`src/rtl/seg_pkg.sv`:
```
package seg_pkg;

  parameter int unsigned SEG_LEN_W   = 32;
  parameter int unsigned SEG_ADDR_W  = 32;
  parameter int unsigned SEG_SHIFT_W = $clog2(SEG_LEN_W);

  // Plan produced at acceptance, held for the life of a transaction.
  typedef struct packed {
    logic [SEG_LEN_W-1:0]  last_idx;  // flit count minus one
    logic [SEG_LEN_W-1:0]  tail;      // bytes in the final flit
    logic [SEG_LEN_W-1:0]  step;      // flit size in bytes
    logic [SEG_ADDR_W-1:0] base;      // address of flit 0
  } seg_plan_t;

  // Position of the highest set bit; the flit size is a power of two.
  function automatic logic [SEG_SHIFT_W-1:0] size_shift(input logic [SEG_LEN_W-1:0] sz);
    logic [SEG_SHIFT_W-1:0] sh;
    sh = '0;
    for (int b = 0; b < SEG_LEN_W; b++) begin
      if (sz[b]) sh = SEG_SHIFT_W'(b);
    end
    return sh;
  endfunction

  // Bytes left over after whole flits.
  function automatic logic [SEG_LEN_W-1:0] spill_bytes(input logic [SEG_LEN_W-1:0] nb,
                                                       input logic [SEG_LEN_W-1:0] sz);
    return nb & (sz - SEG_LEN_W'(1));
  endfunction

  // Whole flits plus one if there is a spill.
  function automatic logic [SEG_LEN_W-1:0] flit_total(input logic [SEG_LEN_W-1:0] nb,
                                                      input logic [SEG_LEN_W-1:0] sz);
    logic [SEG_LEN_W-1:0] whole;
    whole = nb >> size_shift(sz);
    return whole + ((spill_bytes(nb, sz) != '0) ? SEG_LEN_W'(1) : SEG_LEN_W'(0));
  endfunction

  // Size of the final flit: the spill, or a full flit on an exact multiple.
  function automatic logic [SEG_LEN_W-1:0] tail_bytes(input logic [SEG_LEN_W-1:0] nb,
                                                      input logic [SEG_LEN_W-1:0] sz);
    logic [SEG_LEN_W-1:0] sp;
    sp = spill_bytes(nb, sz);
    return (sp != '0) ? sp : sz;
  endfunction

endpackage

```
`src/rtl/seg_intake.sv`:
```
module seg_intake
  import seg_pkg::*;
(
  input  logic                  clk,
  input  logic                  rst_n,
  input  logic                  in_valid,
  input  logic                  idle,
  input  logic [SEG_LEN_W-1:0]  nbytes,
  input  logic [SEG_ADDR_W-1:0] base_addr,
  input  logic [SEG_LEN_W-1:0]  flit_size,
  output seg_plan_t             plan,
  output logic                  take_evt,   // accepted, flits to follow
  output logic                  skip_evt    // accepted, nothing to emit
);

  logic hs_evt;
  logic empty_job;

  assign hs_evt    = in_valid && idle;
  assign empty_job = (nbytes == '0) || (flit_size == '0);
  assign take_evt  = hs_evt && !empty_job;
  assign skip_evt  = hs_evt && empty_job;

  always_comb begin
    plan.last_idx = flit_total(nbytes, flit_size) - SEG_LEN_W'(1);
    plan.tail     = tail_bytes(nbytes, flit_size);
    plan.step     = flit_size;
    plan.base     = base_addr;
  end

  // an empty descriptor leaves the block idle for the next one.
  assert_skip_idle_R6: assert property (@(posedge clk) disable iff (!rst_n)
    skip_evt |=> idle);

  // accepted work starts being offered in the next cycle.
  assert_take_busy_R10: assert property (@(posedge clk) disable iff (!rst_n)
    take_evt |=> !idle);

endmodule

```
`src/rtl/seg_walker.sv`:
```
module seg_walker
  import seg_pkg::*;
(
  input  logic                  clk,
  input  logic                  rst_n,
  input  seg_plan_t             plan,
  input  logic                  take_evt,
  input  logic                  out_ready,
  output logic                  active,
  output logic [SEG_LEN_W-1:0]  idx,
  output logic [SEG_ADDR_W-1:0] addr,
  output logic [SEG_LEN_W-1:0]  step_q,
  output logic [SEG_LEN_W-1:0]  tail_q,
  output logic                  is_last,
  output logic                  handoff_evt,
  output logic                  finish_evt
);

  logic [SEG_LEN_W-1:0] last_idx_q;

  assign is_last     = active && (idx == last_idx_q);
  assign handoff_evt = active && out_ready;
  assign finish_evt  = handoff_evt && is_last;

  always_ff @(posedge clk) begin
    if (!rst_n) begin
      active     <= 1'b0;
      idx        <= '0;
      addr       <= '0;
      step_q     <= '0;
      tail_q     <= '0;
      last_idx_q <= '0;
    end else if (take_evt) begin
      active     <= 1'b1;
      idx        <= '0;
      addr       <= plan.base;
      step_q     <= plan.step;
      tail_q     <= plan.tail;
      last_idx_q <= plan.last_idx;
    end else if (handoff_evt) begin
      if (is_last) begin
        active <= 1'b0;
      end else begin
        idx  <= idx + SEG_LEN_W'(1);
        addr <= addr + SEG_ADDR_W'(step_q);
      end
    end
  end

  // each non-final handoff moves the address by one flit size.
  assert_addr_step_R4: assert property (@(posedge clk) disable iff (!rst_n)
    (handoff_evt && !is_last) |=> (addr == $past(addr) + SEG_ADDR_W'($past(step_q))));

  // index never runs past the final flit.
  assert_idx_bound_R5: assert property (@(posedge clk) disable iff (!rst_n)
    active |-> (idx <= last_idx_q));

  // index advances by one per non-final handoff.
  assert_idx_step_R5: assert property (@(posedge clk) disable iff (!rst_n)
    (handoff_evt && !is_last) |=> (idx == $past(idx) + SEG_LEN_W'(1)));

  // after the final handoff the walker is idle.
  assert_finish_idle_R7: assert property (@(posedge clk) disable iff (!rst_n)
    finish_evt |=> !active);

endmodule

```
`src/rtl/seg_emit.sv`:
```
module seg_emit
  import seg_pkg::*;
(
  input  logic                  clk,
  input  logic                  rst_n,
  input  logic                  active,
  input  logic [SEG_LEN_W-1:0]  idx,
  input  logic [SEG_ADDR_W-1:0] addr,
  input  logic [SEG_LEN_W-1:0]  step_q,
  input  logic [SEG_LEN_W-1:0]  tail_q,
  input  logic                  is_last,
  output logic                  out_valid,
  output logic [SEG_LEN_W-1:0]  out_index,
  output logic [SEG_LEN_W-1:0]  out_bytes,
  output logic [SEG_ADDR_W-1:0] out_addr,
  output logic                  out_last
);

  assign out_valid = active;
  assign out_index = idx;
  assign out_addr  = addr;
  assign out_last  = is_last;
  assign out_bytes = is_last ? tail_q : step_q;

  // a non-final flit is always full sized.
  assert_full_body_R2: assert property (@(posedge clk) disable iff (!rst_n)
    (out_valid && !out_last) |-> (out_bytes == step_q));

  // the final flit never exceeds one flit size and is never empty.
  assert_tail_range_R2: assert property (@(posedge clk) disable iff (!rst_n)
    (out_valid && out_last) |-> ((out_bytes <= step_q) && (out_bytes != '0)));

endmodule

```
`src/rtl/flit_segmenter.sv`:
```
module flit_segmenter
  import seg_pkg::*;
(
  input  logic                  clk,
  input  logic                  rst_n,
  input  logic [SEG_LEN_W-1:0]  cfg_flit_bytes,
  input  logic                  in_valid,
  output logic                  in_ready,
  input  logic [SEG_LEN_W-1:0]  in_bytes,
  input  logic [SEG_ADDR_W-1:0] in_addr,
  output logic                  out_valid,
  input  logic                  out_ready,
  output logic [SEG_LEN_W-1:0]  out_index,
  output logic [SEG_LEN_W-1:0]  out_bytes,
  output logic [SEG_ADDR_W-1:0] out_addr,
  output logic                  out_last
);

  seg_plan_t             plan;
  logic                  take_evt;
  logic                  skip_evt;
  logic                  active;
  logic [SEG_LEN_W-1:0]  idx;
  logic [SEG_ADDR_W-1:0] addr;
  logic [SEG_LEN_W-1:0]  step_q;
  logic [SEG_LEN_W-1:0]  tail_q;
  logic                  is_last;
  logic                  handoff_evt;
  logic                  finish_evt;

  assign in_ready = !active;

  seg_intake u_intake (
    .clk       (clk),
    .rst_n     (rst_n),
    .in_valid  (in_valid),
    .idle      (in_ready),
    .nbytes    (in_bytes),
    .base_addr (in_addr),
    .flit_size (cfg_flit_bytes),
    .plan      (plan),
    .take_evt  (take_evt),
    .skip_evt  (skip_evt)
  );

  seg_walker u_walker (
    .clk         (clk),
    .rst_n       (rst_n),
    .plan        (plan),
    .take_evt    (take_evt),
    .out_ready   (out_ready),
    .active      (active),
    .idx         (idx),
    .addr        (addr),
    .step_q      (step_q),
    .tail_q      (tail_q),
    .is_last     (is_last),
    .handoff_evt (handoff_evt),
    .finish_evt  (finish_evt)
  );

  seg_emit u_emit (
    .clk       (clk),
    .rst_n     (rst_n),
    .active    (active),
    .idx       (idx),
    .addr      (addr),
    .step_q    (step_q),
    .tail_q    (tail_q),
    .is_last   (is_last),
    .out_valid (out_valid),
    .out_index (out_index),
    .out_bytes (out_bytes),
    .out_addr  (out_addr),
    .out_last  (out_last)
  );

  // a stalled flit stays offered and frozen.
  assert_hold_R8: assert property (@(posedge clk) disable iff (!rst_n)
    (out_valid && !out_ready) |=> (out_valid && $stable(out_index) && $stable(out_bytes)
                                   && $stable(out_addr) && $stable(out_last)));

  // the two sides are never open together.
  assert_one_side_R7: assert property (@(posedge clk) disable iff (!rst_n)
    !(in_ready && out_valid));

  // once the final flit goes, a new descriptor may enter.
  assert_reopen_R7: assert property (@(posedge clk) disable iff (!rst_n)
    (out_valid && out_ready && out_last) |=> in_ready);

  // a first flit that is also final shows up only on one-flit jobs (index 0).
  assert_last_first_R3: assert property (@(posedge clk) disable iff (!rst_n)
    (out_valid && out_last && (out_index == '0)) |-> (out_bytes <= step_q));

endmodule

```
`config.mk`:
```
export PLATFORM = sky130hd
export DESIGN_NAME = flit_segmenter
export DESIGN_NICKNAME = d
export VERILOG_FILES = /design/src/rtl/seg_pkg.sv /design/src/rtl/seg_intake.sv /design/src/rtl/seg_walker.sv /design/src/rtl/seg_emit.sv /design/src/rtl/flit_segmenter.sv
export SDC_FILE = /design/constraint.sdc
export NUM_CORES = 1
export LEC_CHECK = 0
export BUFFER_PORTS_ARGS = -buffer_cell sky130_fd_sc_hd__buf_2
export CAP_MARGIN = 10
export CORE_MARGIN = 2
export CORE_UTILIZATION = 51
export DETAILED_ROUTE_END_ITERATION = 6
export PLACE_DENSITY = 0.72
export SYNTH_ARGS = -nofsm -noshare
export SYNTH_HDL_FRONTEND = slang
export SYNTH_HIERARCHICAL = 1
export SYNTH_SLANG_ARGS = --single-unit
```
`constraint.sdc`:
```
create_clock -name clk -period 7.18 [get_ports clk]
set_clock_uncertainty 0.15 [all_clocks]
set_input_delay 1.077 -clock clk [delete_from_list [all_inputs] [get_ports clk]]
set_output_delay 1.077 -clock clk [all_outputs]
set_load 0.005 [all_outputs]
```
==> summary.txt <==
Run status
  – Outcome: finished, final reports clean

Min path
  – Hold path depth: 2
  – Hold crit path type: register to register
  – Hold path startpoint: u_walker/tail_q[19]$_SDFFE_PN0P_
  – Hold endpoint: u_walker/tail_q[19]$_SDFFE_PN0P_

Detailed routing
  – DRT Pass-1 Iters: 6
  – Drc violations: 0
  – Via/cell ratio: 6.194
  – DRT antenna net count: 0
  – Vias: 14345
  – Routed wire per std cell: 21.37 µm
  – First DRT Iteration DRCs: 1378
  – DRT Wirelength: 49.49 mm

Final layout
  – Non-filler cells in the finished layout: 2316
  – P&R area growth vs syn: 4.066%
  – Number of fill cells: 2773
  – Commonest non-fill, non-tap cell in the layout: nor2_1
  – Nets: 2050
  – Most frequent cells in the layout: 218 x nor2_1, 198 x buf_2, 186 x nand2_1, 161 x dfxtp_1, 118 x mux2i_1
  – Fin util: around 54%
  – Layout cells sized above 1: 19.42%
  – Final Cell Area: 0.01566 mm²

CTS
  – Number of CTS-inserted buffers: 17
  – CTS HTree Levels: 4
  – Worst-path clk slew: about 0.06 ns
  – CTS Sinks: 161
  – CTS tree: built
  – CTS resizes: 0
  – Root buffer cell: clkbuf_16
  – Cts hold-fix bufs: 0
  – Post-CTS setup buffer count: 0
  – Max clock buf depth: 2
  – Clock Latency Late Sink: 0.45 ns

Yosys
  – Mean post-synth cell area: 7.826 µm²
  – Mapped Area: 0.01505 mm²
  – Gate Count Post-Synth: 1923
  – Post-Syn Nets: 2060
  – Ys Warns: 6

Timing
  – Unrepaired setup endpoints after global routing: no
  – Min Hold Slack: around 0.35 ns
  – Final worst slack: 0.7610 ns
  – Slew @ Worst Pin: 1.244 ns
  – TNS Setup: 0 ns
  – Fin crit share: approximately nine tenths
  – Final Max Tran Viols: 0
  – Setup violators final: 0
  – Final hold viol count: 0
  – Fmax: about 160 MHz
  – Rel. slew slack: 17.07%
  – Tmin final: between 6 and 7 ns

GRT
  – First-pass GRT wire length: 75.59 mm
  – Largest net degree at the start of global routing: 80
  – Total grt overflow: 0
  – Antenna violations before repair: 5
  – GRT Total Usage: 31.14%
  – Vias in the first global route: roughly 13000

Floorplan
  – Die Wd: 175.8 µm
  – Core Footprint: between 0.02 and 0.03 mm²
  – Die extent in y: roughly 180 µm
  – I/O pins: 199
  – Rows: 62
  – Initial Util: between 50% and 60%
  – Die area: ~0.031 mm²

Power
  – Maximum vdd ir drop: 0.1658 mV
  – PnR Total Power: 2.557 mW
  – Leak: 6.673 nW
  – Pwr Density: 163.3 mW/mm²

Setup path
  – Crit-path max FO: 8
  – Critical path type: primary input to register
  – CP max-delay cell: nor4_1
  – R2R depth: 9
  – R2r startpoint: u_walker/addr[6]$_SDFFE_PN0P_
  – CP Launch Type: primary input
  – Crit path DAT: 6.55 ns
  – Largest stage delay on the critical path: 0.72 ns
  – Reg-to-reg endpoint: u_walker/addr[19]$_SDFFE_PN0P_
  – WP data required: 7.31 ns
  – Setup crit end kind: register
  – Internal reg-to-reg setup slack: slightly below 4 ns
  – Critical path, cell by cell: buf_2 -> nor4_1 -> nand4_1 -> nor4_2 -> nand2_1 -> or4_1 -> nor4b_1 -> buf_4 -> xor2_1 -> a221o_1 -> nor4_4 -> ha_1 -> ha_1 -> inv_1 -> a221oi_1 -> nand3b_1 -> nor2_1 -> and2_1 -> nand2_1 -> xnor2_1 -> mux2i_1 -> nor2_1

Placement
  – HPWL after detailed placement: 37.44 mm
  – Cell Count Post-Placement: 2278
  – Post-DP Area: 0.01506 mm²
  – IO Port Bufs: 198
  – DP Worst Slack: roughly 0.53 ns
  – Gpl congestion: 1.001

Job
  – Maxcap violations: 0
layer usage:
layer  up-vias  GRT usage (%)  wire [µm]
li1       6774              -          -
met1      6785          40.66      20740
met2       694          50.59      22810
met3        92          6.602       4338
met4         0          11.43       1594
met5         -              0          0
where the power goes:
part | internal (mW) | switching (mW)
Combinational | 0.261 | 0.408
Clock | 0.499 | 0.421
Sequential | 0.931 | 0.0364
worst max-delay path, delay by kind of cell:
family          cells  cell delay [ns]
buf+inv             3             0.37
compound gates      2             0.68
xor+xnor            2             0.24
fa+ha+maj           2             0.44
mux                 1             0.13
simple gates       12             3.61
layout make-up:
type | instances | area, µm² | area share (%)
repair buffers | 224 | 1199 | 7.654
diodes | 6 | 15.01 | 0.09587
multi-input cells | 1473 | 10020 | 63.99
well taps | 384 | 480.5 | 3.068
clock inverters | 14 | 147.6 | 0.9427
inverters | 36 | 135.1 | 0.8628
clock buffers | 18 | 439.2 | 2.804
flip-flops and latches | 161 | 3223 | 20.58
sequential cells by signal, indices dropped and copies added, names as in the netlist:
register / cells
u_walker/step_q: 32
u_walker/tail_q: 32
u_walker/active: 1
u_walker/last_idx_q: 32
u_walker/addr: 32
u_walker/idx: 32
worst max-delay path by stage:
| stage | startpoint | cells past startpoint | endpoint |
|---|---|---|---|
| after floorplan | cfg_flit_bytes[16] | 19 | u_walker/last_idx_q[23]$_SDFFE_PN0P_ |
| after global placement | cfg_flit_bytes[2] | 22 | u_walker/last_idx_q[24]$_SDFFE_PN0P_ |
| after detailed placement | cfg_flit_bytes[2] | 22 | u_walker/last_idx_q[24]$_SDFFE_PN0P_ |
| after CTS | cfg_flit_bytes[2] | 22 | u_walker/last_idx_q[24]$_SDFFE_PN0P_ |
| after global routing | cfg_flit_bytes[2] | 22 | u_walker/last_idx_q[24]$_SDFFE_PN0P_ |
| final | cfg_flit_bytes[2] | 22 | u_walker/last_idx_q[24]$_SDFFE_PN0P_ |
(Power assumes the default switching activity.)
